**config.mk**
```make
export PLATFORM = sky130hd
export DESIGN_NAME = sess_tracker
export DESIGN_NICKNAME = d
export VERILOG_FILES = /design/src/rtl/sess_pkg.sv /design/src/rtl/sess_ctrl.sv /design/src/rtl/sess_dp.sv /design/src/rtl/sess_tracker.sv
export SDC_FILE = /design/constraint.sdc
export NUM_CORES = 1
export LEC_CHECK = 0
export ABC_AREA = 1
export CAP_MARGIN = 20
export CORE_ASPECT_RATIO = 1.5
export CORE_MARGIN = 2
export CORE_UTILIZATION = 60
export CTS_BUF_LIST = sky130_fd_sc_hd__clkbuf_2 sky130_fd_sc_hd__clkbuf_4 sky130_fd_sc_hd__clkbuf_8
export CTS_CLUSTER_DIAMETER = 30
export DETAILED_ROUTE_END_ITERATION = 7
export PLACE_DENSITY = 0.81
export SLEW_MARGIN = 20
export SYNTH_ARGS = -nofsm -noshare
export SYNTH_HDL_FRONTEND = slang
export SYNTH_SLANG_ARGS = --single-unit
export TNS_END_PERCENT = 50
```
**constraint.sdc**
```tcl
create_clock -name clk -period 3.4 [get_ports clk]
set_input_delay 0.68 -clock clk [delete_from_list [all_inputs] [get_ports clk]]
set_output_delay 0.68 -clock clk [all_outputs]
set_load 0.03 [all_outputs]
```
**src/rtl/sess_pkg.sv**
```systemverilog
package sess_pkg;
  localparam int SESS_PW_SETS  = 8;
  localparam int SESS_KEY_SETS = 4;
  localparam int SESS_PW_W     = $clog2(SESS_PW_SETS);
  localparam int SESS_KEY_W    = $clog2(SESS_KEY_SETS);

  typedef enum logic [1:0] {
    MODE_STD  = 2'b00,
    MODE_AUTH = 2'b01,
    MODE_ENC  = 2'b10
  } sessMode_e;

  // strobes from control to datapath
  typedef struct packed {
    logic                  pwHit;   // accepted password attempt
    logic                  pwOk;
    logic                  pwWr;
    logic [SESS_PW_W-1:0]  pwIdx;
    logic                  authHit; // accepted authentication attempt
    logic                  authOk;
    logic [SESS_KEY_W-1:0] keyIdx;
    logic                  encUp;   // climb to encrypted mode
    logic                  macDrop; // fall back to standard mode
  } sessStrobe_t;
endpackage

```
**src/rtl/sess_ctrl.sv**
```systemverilog
module sess_ctrl
  import sess_pkg::*;
#(
  parameter int PW_SETS  = SESS_PW_SETS,
  parameter int KEY_SETS = SESS_KEY_SETS,
  localparam int PW_W    = $clog2(PW_SETS),
  localparam int KEY_W   = $clog2(KEY_SETS)
) (
  input  logic                clk,
  input  logic                rstN,
  input  logic                pwEvt,
  input  logic [PW_W-1:0]     pwSet,
  input  logic                pwIsWrite,
  input  logic                pwPass,
  input  logic                authEvt,
  input  logic [KEY_W-1:0]    authKey,
  input  logic                authPass,
  input  logic                encEvt,
  input  logic                encPass,
  input  logic                macEvt,
  input  logic                macPass,
  input  logic [PW_SETS-1:0]  pwLockVec,
  input  logic [KEY_SETS-1:0] keyLockVec,
  input  sessMode_e           modeNow,
  output sessStrobe_t         stb
);
  logic authTake;

  // a locked set or key swallows the attempt
  assign authTake = authEvt && !keyLockVec[authKey];

  always_comb begin
    stb         = '0;
    stb.pwHit   = pwEvt && !pwLockVec[pwSet];
    stb.pwOk    = pwPass;
    stb.pwWr    = pwIsWrite;
    stb.pwIdx   = pwSet;
    stb.authHit = authTake;
    stb.authOk  = authPass;
    stb.keyIdx  = authKey;
    // an authentication outcome in the same cycle overrides these
    stb.encUp   = encEvt && encPass && (modeNow == MODE_AUTH) && !authTake;
    stb.macDrop = macEvt && !macPass && (modeNow != MODE_STD) && !authTake;
  end

  // no climb request leaves standard mode
  p_no_enc_from_std_r9: assert property (@(posedge clk) disable iff (!rstN)
    (modeNow == MODE_STD) |-> !stb.encUp);

  // standard mode never produces an abort strobe
  p_no_drop_in_std_r10: assert property (@(posedge clk) disable iff (!rstN)
    (modeNow == MODE_STD) |-> !stb.macDrop);
endmodule

```
**src/rtl/sess_dp.sv**
```systemverilog
module sess_dp
  import sess_pkg::*;
#(
  parameter int PW_SETS    = SESS_PW_SETS,
  parameter int KEY_SETS   = SESS_KEY_SETS,
  parameter int FAIL_LIMIT = 4,
  localparam int PW_W      = $clog2(PW_SETS),
  localparam int KEY_W     = $clog2(KEY_SETS),
  localparam int CNT_W     = $clog2(FAIL_LIMIT + 1)
) (
  input  logic                clk,
  input  logic                rstN,
  input  sessStrobe_t         stb,
  input  logic                zonePwUse,
  input  logic [PW_W-1:0]     zonePwSet,
  input  logic                zoneAuthUse,
  input  logic [KEY_W-1:0]    zoneKey,
  input  logic                zoneEncReq,
  output logic [PW_SETS-1:0]  pwLockVec,
  output logic [KEY_SETS-1:0] keyLockVec,
  output sessMode_e           modeNow,
  output logic                pwActive,
  output logic                authActive,
  output logic                rdGrant,
  output logic                wrGrant,
  output logic                macAbort
);
  localparam logic [CNT_W-1:0] CEIL = CNT_W'(FAIL_LIMIT);

  logic [PW_W-1:0]  pwActSet;
  logic             pwActWr;
  logic [KEY_W-1:0] authActKey;

  // active password: one at a time
  always_ff @(posedge clk or negedge rstN) begin
    if (!rstN) begin
      pwActive <= 1'b0;
      pwActSet <= '0;
      pwActWr  <= 1'b0;
    end else if (stb.pwHit) begin
      pwActive <= stb.pwOk;
      pwActSet <= stb.pwIdx;
      pwActWr  <= stb.pwWr;
    end
  end

  // authentication and mode ladder
  always_ff @(posedge clk or negedge rstN) begin
    if (!rstN) begin
      authActive <= 1'b0;
      authActKey <= '0;
      modeNow    <= MODE_STD;
      macAbort   <= 1'b0;
    end else begin
      macAbort <= stb.macDrop;
      if (stb.authHit) begin
        authActive <= stb.authOk;
        authActKey <= stb.keyIdx;
        modeNow    <= stb.authOk ? MODE_AUTH : MODE_STD;
      end else if (stb.macDrop) begin
        authActive <= 1'b0;
        modeNow    <= MODE_STD;
      end else if (stb.encUp) begin
        modeNow    <= MODE_ENC;
      end
    end
  end

  // per-set and per-key failure counters
  for (genvar gi = 0; gi < PW_SETS; gi++) begin : g_pwCnt
    logic [CNT_W-1:0] failCnt;
    always_ff @(posedge clk or negedge rstN) begin
      if (!rstN)                                          failCnt <= '0;
      else if (stb.pwHit && stb.pwIdx == PW_W'(gi)) begin
        if (stb.pwOk)                                     failCnt <= '0;
        else if (failCnt != CEIL)                         failCnt <= failCnt + 1'b1;
      end
    end
    assign pwLockVec[gi] = (failCnt == CEIL);

    p_pw_cnt_cap_r5: assert property (@(posedge clk) disable iff (!rstN)
      (failCnt == CEIL) |=> (failCnt == CEIL) || (failCnt == '0));
  end

  for (genvar gk = 0; gk < KEY_SETS; gk++) begin : g_keyCnt
    logic [CNT_W-1:0] failCnt;
    always_ff @(posedge clk or negedge rstN) begin
      if (!rstN)                                            failCnt <= '0;
      else if (stb.authHit && stb.keyIdx == KEY_W'(gk)) begin
        if (stb.authOk)                                     failCnt <= '0;
        else if (failCnt != CEIL)                           failCnt <= failCnt + 1'b1;
      end
    end
    assign keyLockVec[gk] = (failCnt == CEIL);

    p_key_cnt_cap_r8: assert property (@(posedge clk) disable iff (!rstN)
      (failCnt == CEIL) |=> (failCnt == CEIL) || (failCnt == '0));
  end

  // access decision for the addressed zone
  logic pwMatch, rdPwOk, wrPwOk, keyOk, encOk;
  always_comb begin
    pwMatch = pwActive && (pwActSet == zonePwSet);
    rdPwOk  = !zonePwUse || pwMatch;
    wrPwOk  = !zonePwUse || (pwMatch && pwActWr);
    keyOk   = !zoneAuthUse || (authActive && authActKey == zoneKey);
    encOk   = !zoneEncReq || (modeNow == MODE_ENC);
    rdGrant = rdPwOk && keyOk && encOk;
    wrGrant = wrPwOk && keyOk && encOk;
  end

  // a write grant implies a read grant
  p_wr_gives_rd_r3: assert property (@(posedge clk) disable iff (!rstN)
    wrGrant |-> rdGrant);

  // encryption-demanding zone only served in encrypted mode
  p_enc_gate_r11: assert property (@(posedge clk) disable iff (!rstN)
    (rdGrant && zoneEncReq) |-> (modeNow == MODE_ENC));

  // encrypted mode entered only from authenticated mode
  p_enc_from_auth_r9: assert property (@(posedge clk) disable iff (!rstN)
    (modeNow != MODE_ENC) |=> (modeNow != MODE_ENC) || ($past(modeNow) == MODE_AUTH));

  // an abort pulse is seen together with standard mode
  p_abort_std_r10: assert property (@(posedge clk) disable iff (!rstN)
    macAbort |-> (modeNow == MODE_STD && !authActive));

  // authentication and non-standard mode go together
  p_auth_mode_r6: assert property (@(posedge clk) disable iff (!rstN)
    authActive == (modeNow != MODE_STD));
endmodule

```
**src/rtl/sess_tracker.sv**
```systemverilog
module sess_tracker
  import sess_pkg::*;
#(
  parameter int PW_SETS    = SESS_PW_SETS,
  parameter int KEY_SETS   = SESS_KEY_SETS,
  parameter int FAIL_LIMIT = 4,
  localparam int PW_W      = $clog2(PW_SETS),
  localparam int KEY_W     = $clog2(KEY_SETS)
) (
  input  logic             clk,
  input  logic             rstN,
  input  logic             pwEvt,
  input  logic [PW_W-1:0]  pwSet,
  input  logic             pwIsWrite,
  input  logic             pwPass,
  input  logic             authEvt,
  input  logic [KEY_W-1:0] authKey,
  input  logic             authPass,
  input  logic             encEvt,
  input  logic             encPass,
  input  logic             macEvt,
  input  logic             macPass,
  input  logic             zonePwUse,
  input  logic [PW_W-1:0]  zonePwSet,
  input  logic             zoneAuthUse,
  input  logic [KEY_W-1:0] zoneKey,
  input  logic             zoneEncReq,
  output logic             rdGrant,
  output logic             wrGrant,
  output logic [1:0]       mode,
  output logic             useMac,
  output logic             macAbort
);
  sessStrobe_t         stb;
  sessMode_e           modeNow;
  logic [PW_SETS-1:0]  pwLockVec;
  logic [KEY_SETS-1:0] keyLockVec;
  logic                pwActive, authActive;

  sess_ctrl #(.PW_SETS(PW_SETS), .KEY_SETS(KEY_SETS)) u_ctrl (
    .clk(clk), .rstN(rstN),
    .pwEvt(pwEvt), .pwSet(pwSet), .pwIsWrite(pwIsWrite), .pwPass(pwPass),
    .authEvt(authEvt), .authKey(authKey), .authPass(authPass),
    .encEvt(encEvt), .encPass(encPass), .macEvt(macEvt), .macPass(macPass),
    .pwLockVec(pwLockVec), .keyLockVec(keyLockVec), .modeNow(modeNow),
    .stb(stb)
  );

  sess_dp #(.PW_SETS(PW_SETS), .KEY_SETS(KEY_SETS), .FAIL_LIMIT(FAIL_LIMIT)) u_dp (
    .clk(clk), .rstN(rstN), .stb(stb),
    .zonePwUse(zonePwUse), .zonePwSet(zonePwSet), .zoneAuthUse(zoneAuthUse),
    .zoneKey(zoneKey), .zoneEncReq(zoneEncReq),
    .pwLockVec(pwLockVec), .keyLockVec(keyLockVec), .modeNow(modeNow),
    .pwActive(pwActive), .authActive(authActive),
    .rdGrant(rdGrant), .wrGrant(wrGrant), .macAbort(macAbort)
  );

  assign mode   = modeNow;
  assign useMac = (modeNow != MODE_STD);

  // an attempt on a locked password set changes nothing
  p_pw_lock_ignore_r5: assert property (@(posedge clk) disable iff (!rstN)
    (pwEvt && pwLockVec[pwSet]) |=> $stable(pwActive));

  // an attempt with a locked key changes nothing
  p_key_lock_ignore_r8: assert property (@(posedge clk) disable iff (!rstN)
    (authEvt && keyLockVec[authKey] && !macEvt) |=> $stable(authActive));
endmodule

```
==> out/metrics.cfg, run 1 <==
[global_route]
antenna_found_initial=0
grt_pass1_wl_um=9980
overflow=0
grt_max_degree=48
first_global_vias=2501
grt_use_total=0.230

[yosys]
ys.flop_type=dfrtp_1
synth_seq_cells=47
syn_inst=402
synth-seq-area-share=0.392
ys_warn_count=0
synth.avg_cell_area_um2=7.46
syn_area_um2=3000
syn-num-nets=450
async_flop_share=1.00
ys_types=27
synth_edf_count=0

[place]
placed_cell_area_um2=3340
dp_cells=489
gp_congestion=0.789
io_buffers=29
hpwl_um=4460

[timing]
drv_slew=0
setup_tns_ps=0
worst_pin_slew_ps=586
fin_crit_ps=3050
post-route-period-util=0.898
rsz0062_at_grt=false
clock_skew_ps=2.76
setup_viol=0
holdWs_ps=383
fmax_mhz=328
relSlewSlack=0.609
finalHoldViolCount=0

[finish]
fillers=431
fin_cells=496
nNetsFinal=478
diodes=0
post-route-cell-area_um2=3440
drive_above_1_share=0.0628
synthToLayoutAreaGrowth_pct=14.8

[setup_path]
crit_chain=clkdlybuf4s50_1 > inv_1 > or2_2 > nand3_1 > o21ai_0 > nand3_1 > nor2_1 > clkdlybuf4s50_1
crit_buf_inv=3
worst_ep_arrival_time_ps=2370
critPathTopFamily=buffers and inverters
critPathCaptureType=primary output
max_stage_delay_ps=670
crit_fanout=2
crit_slowest_cell=clkdlybuf4s50_1
cp.required_ps=2720
setup.worst_path.start_class=primary input
crit_type=in -> out

[detailed_routing]
antenna_left=0
viasPerCell=5.15
dr_total_vias=2555
dr.pass1.iters=4
drtIter0Drc=94
wire_per_inst_um=11.7
drc_errors=0
wirelength_um=5780

[clock_network]
cts_buffers=5
post_cts_buffers=0
cts.sinks=47
clock_latency_ps=290
htreeDepth=2
clk_pin_slew_worst_paths_ps=80
clock_path_buffers=2
ctsHoldBuffers=0
cts_tree=yes
root_buffer=clkbuf_8
cts_resized=0

[pwr]
internal-power_mw=1.04
p_sw_frac=0.313
seq_power_share=0.478
p_per_area_nw_per_um2=440
p_switching_uw=475
leakage_nw=1.79
p_clk_frac=0.262
combPwrFrac=0.260
irDropWorstVdd_mv=0.315

[floorplanning]
die_x_um=61.7
fp.dieArea_um2=5590
start_util=0.624
row_count=31
io_pins=30
core_region_area_um2=4810
die_height_um=90.6

[flow_run]
drv_cap=0

[worst_hold_path]
hp-class=in -> async

[status]
outcome=finished clean

[cell usage in the layout (no fill, tap or decap)]
cell,count
a21oi_1,2
and3_1,1
buf_4,4
bufinv_16,1
clkbuf_4,1
clkbuf_8,5
clkdlybuf4s50_1,28
dfrtp_1,47
ha_1,24
inv_1,52
nand2_1,127
nand2_2,3
nand2b_1,1
nand3_1,15
nand3_2,1
nand3_4,1
nand3b_1,2
nand4_1,23
nor2_1,42
nor2_2,2
nor2_4,5
nor3_1,1
o21ai_0,25
o21ai_1,1
o21ai_2,1
or2_2,3
xnor2_1,8
xor2_1,4
[routing by layer]
| layer | vias up | GRT usage | part of all wire |
|---|---|---|---|
| li1 | 1310 | - | - |
| met1 | 1212 | 0.234 | 0.39 |
| met2 | 23 | 0.433 | 0.57 |
| met3 | 10 | 0.0401 | 0.018 |
| met4 | 0 | 0.0816 | 0.021 |
| met5 | - | 0 | 0 |
[power by group through the flow]
stage | Combinational, mW | Sequential, mW | Clock (mW)
after floorplan | 0.285 | 0.722 | 0
after global placement | 0.382 | 0.732 | 0
after detailed placement | 0.398 | 0.737 | 0
after CTS | 0.401 | 0.726 | 0.408
after global routing | 0.464 | 0.739 | 0.430
final | 0.394 | 0.726 | 0.397
[metrics by stage]
stage / power [mW] / utilization / setup WS [ps]
finish: 1.52 / 0.716 / 348
global route: 1.63 / 0.716 / 264
CTS: 1.54 / 0.716 / 350
detailed placement: 1.14 / 0.694 / 351
global placement: 1.11 / 0.694 / 424
floorplan: 1.01 / - / 1220
[state kept, by name (all words and copies together) (netlist names)]
name / count
u_dp.pwActWr: 1
u_dp.pwActSet: 3
u_dp.g_keyCnt.failCnt: 12
u_dp.authActKey: 2
u_dp.authActive: 1
u_dp.pwActive: 1
u_dp.macAbort: 1
u_dp.g_pwCnt.failCnt: 24
u_dp.modeNow: 2
[path summary, 6_finish.rpt]
path	start	to	slack (ps)	cells after the start
min	rstN	u_dp.g_pwCnt[1].failCnt[1]	380	1
max	zoneKey[0]	wrGrant	350	8
max reg2reg	u_dp.g_pwCnt[2].failCnt[0]	u_dp.g_pwCnt[2].failCnt[1]	1700	10
min reg2reg	u_dp.authActKey[1]	u_dp.authActKey[1]	490	2
min in group clk	u_dp.authActKey[1]	u_dp.authActKey[1]	490	2
max in group asynchronous	rstN	u_dp.authActive	2620	1
[layout make-up]
class	count	area, um^2	area share
clock buffer	6	76.3	0.0222
timing repair buffer	32	310	0.0901
tap	66	82.6	0.0240
inverter	52	195	0.0567
clock inverter	1	30.0	0.00872
multi-input combinational	292	1570	0.457
sequential	47	1180	0.341
[cells in the mapped netlist, drive strengths merged, types with 3 or more instances]
cell type  instances  area [um^2]
o21ai             27          139
buf                6         32.5
xor2               4         35.0
nand2            130          495
nand3             17          103
inv               52          195
ha                24          300
dfrtp             47         1180
xnor2              8         70.1
or2                3         18.8
clkbuf             5         22.5
nand4             23          144
nor2              49          226
[cells by family (layout without fill, tap and decap cells)]
family | after synthesis | after routing | synth area share
adders and majority gates | 24 | 24 | 0.100
xor gates and xnor gates | 12 | 12 | 0.0350
AOI/OAI and AO/OA | 29 | 29 | 0.0496
buffers and inverters | 63 | 91 | 0.0834
and+or+nand+nor | 227 | 227 | 0.340
DFF | 47 | 47 | 0.392
Power figures use the tool's default switching activity.
==> run 2, diff against run 1 <==
ABC_CLOCK_PERIOD_IN_PS = 3400   (was default)
==> results of run 2 <==
No change in the layout: final DEF, timing and power equal those of run 1.
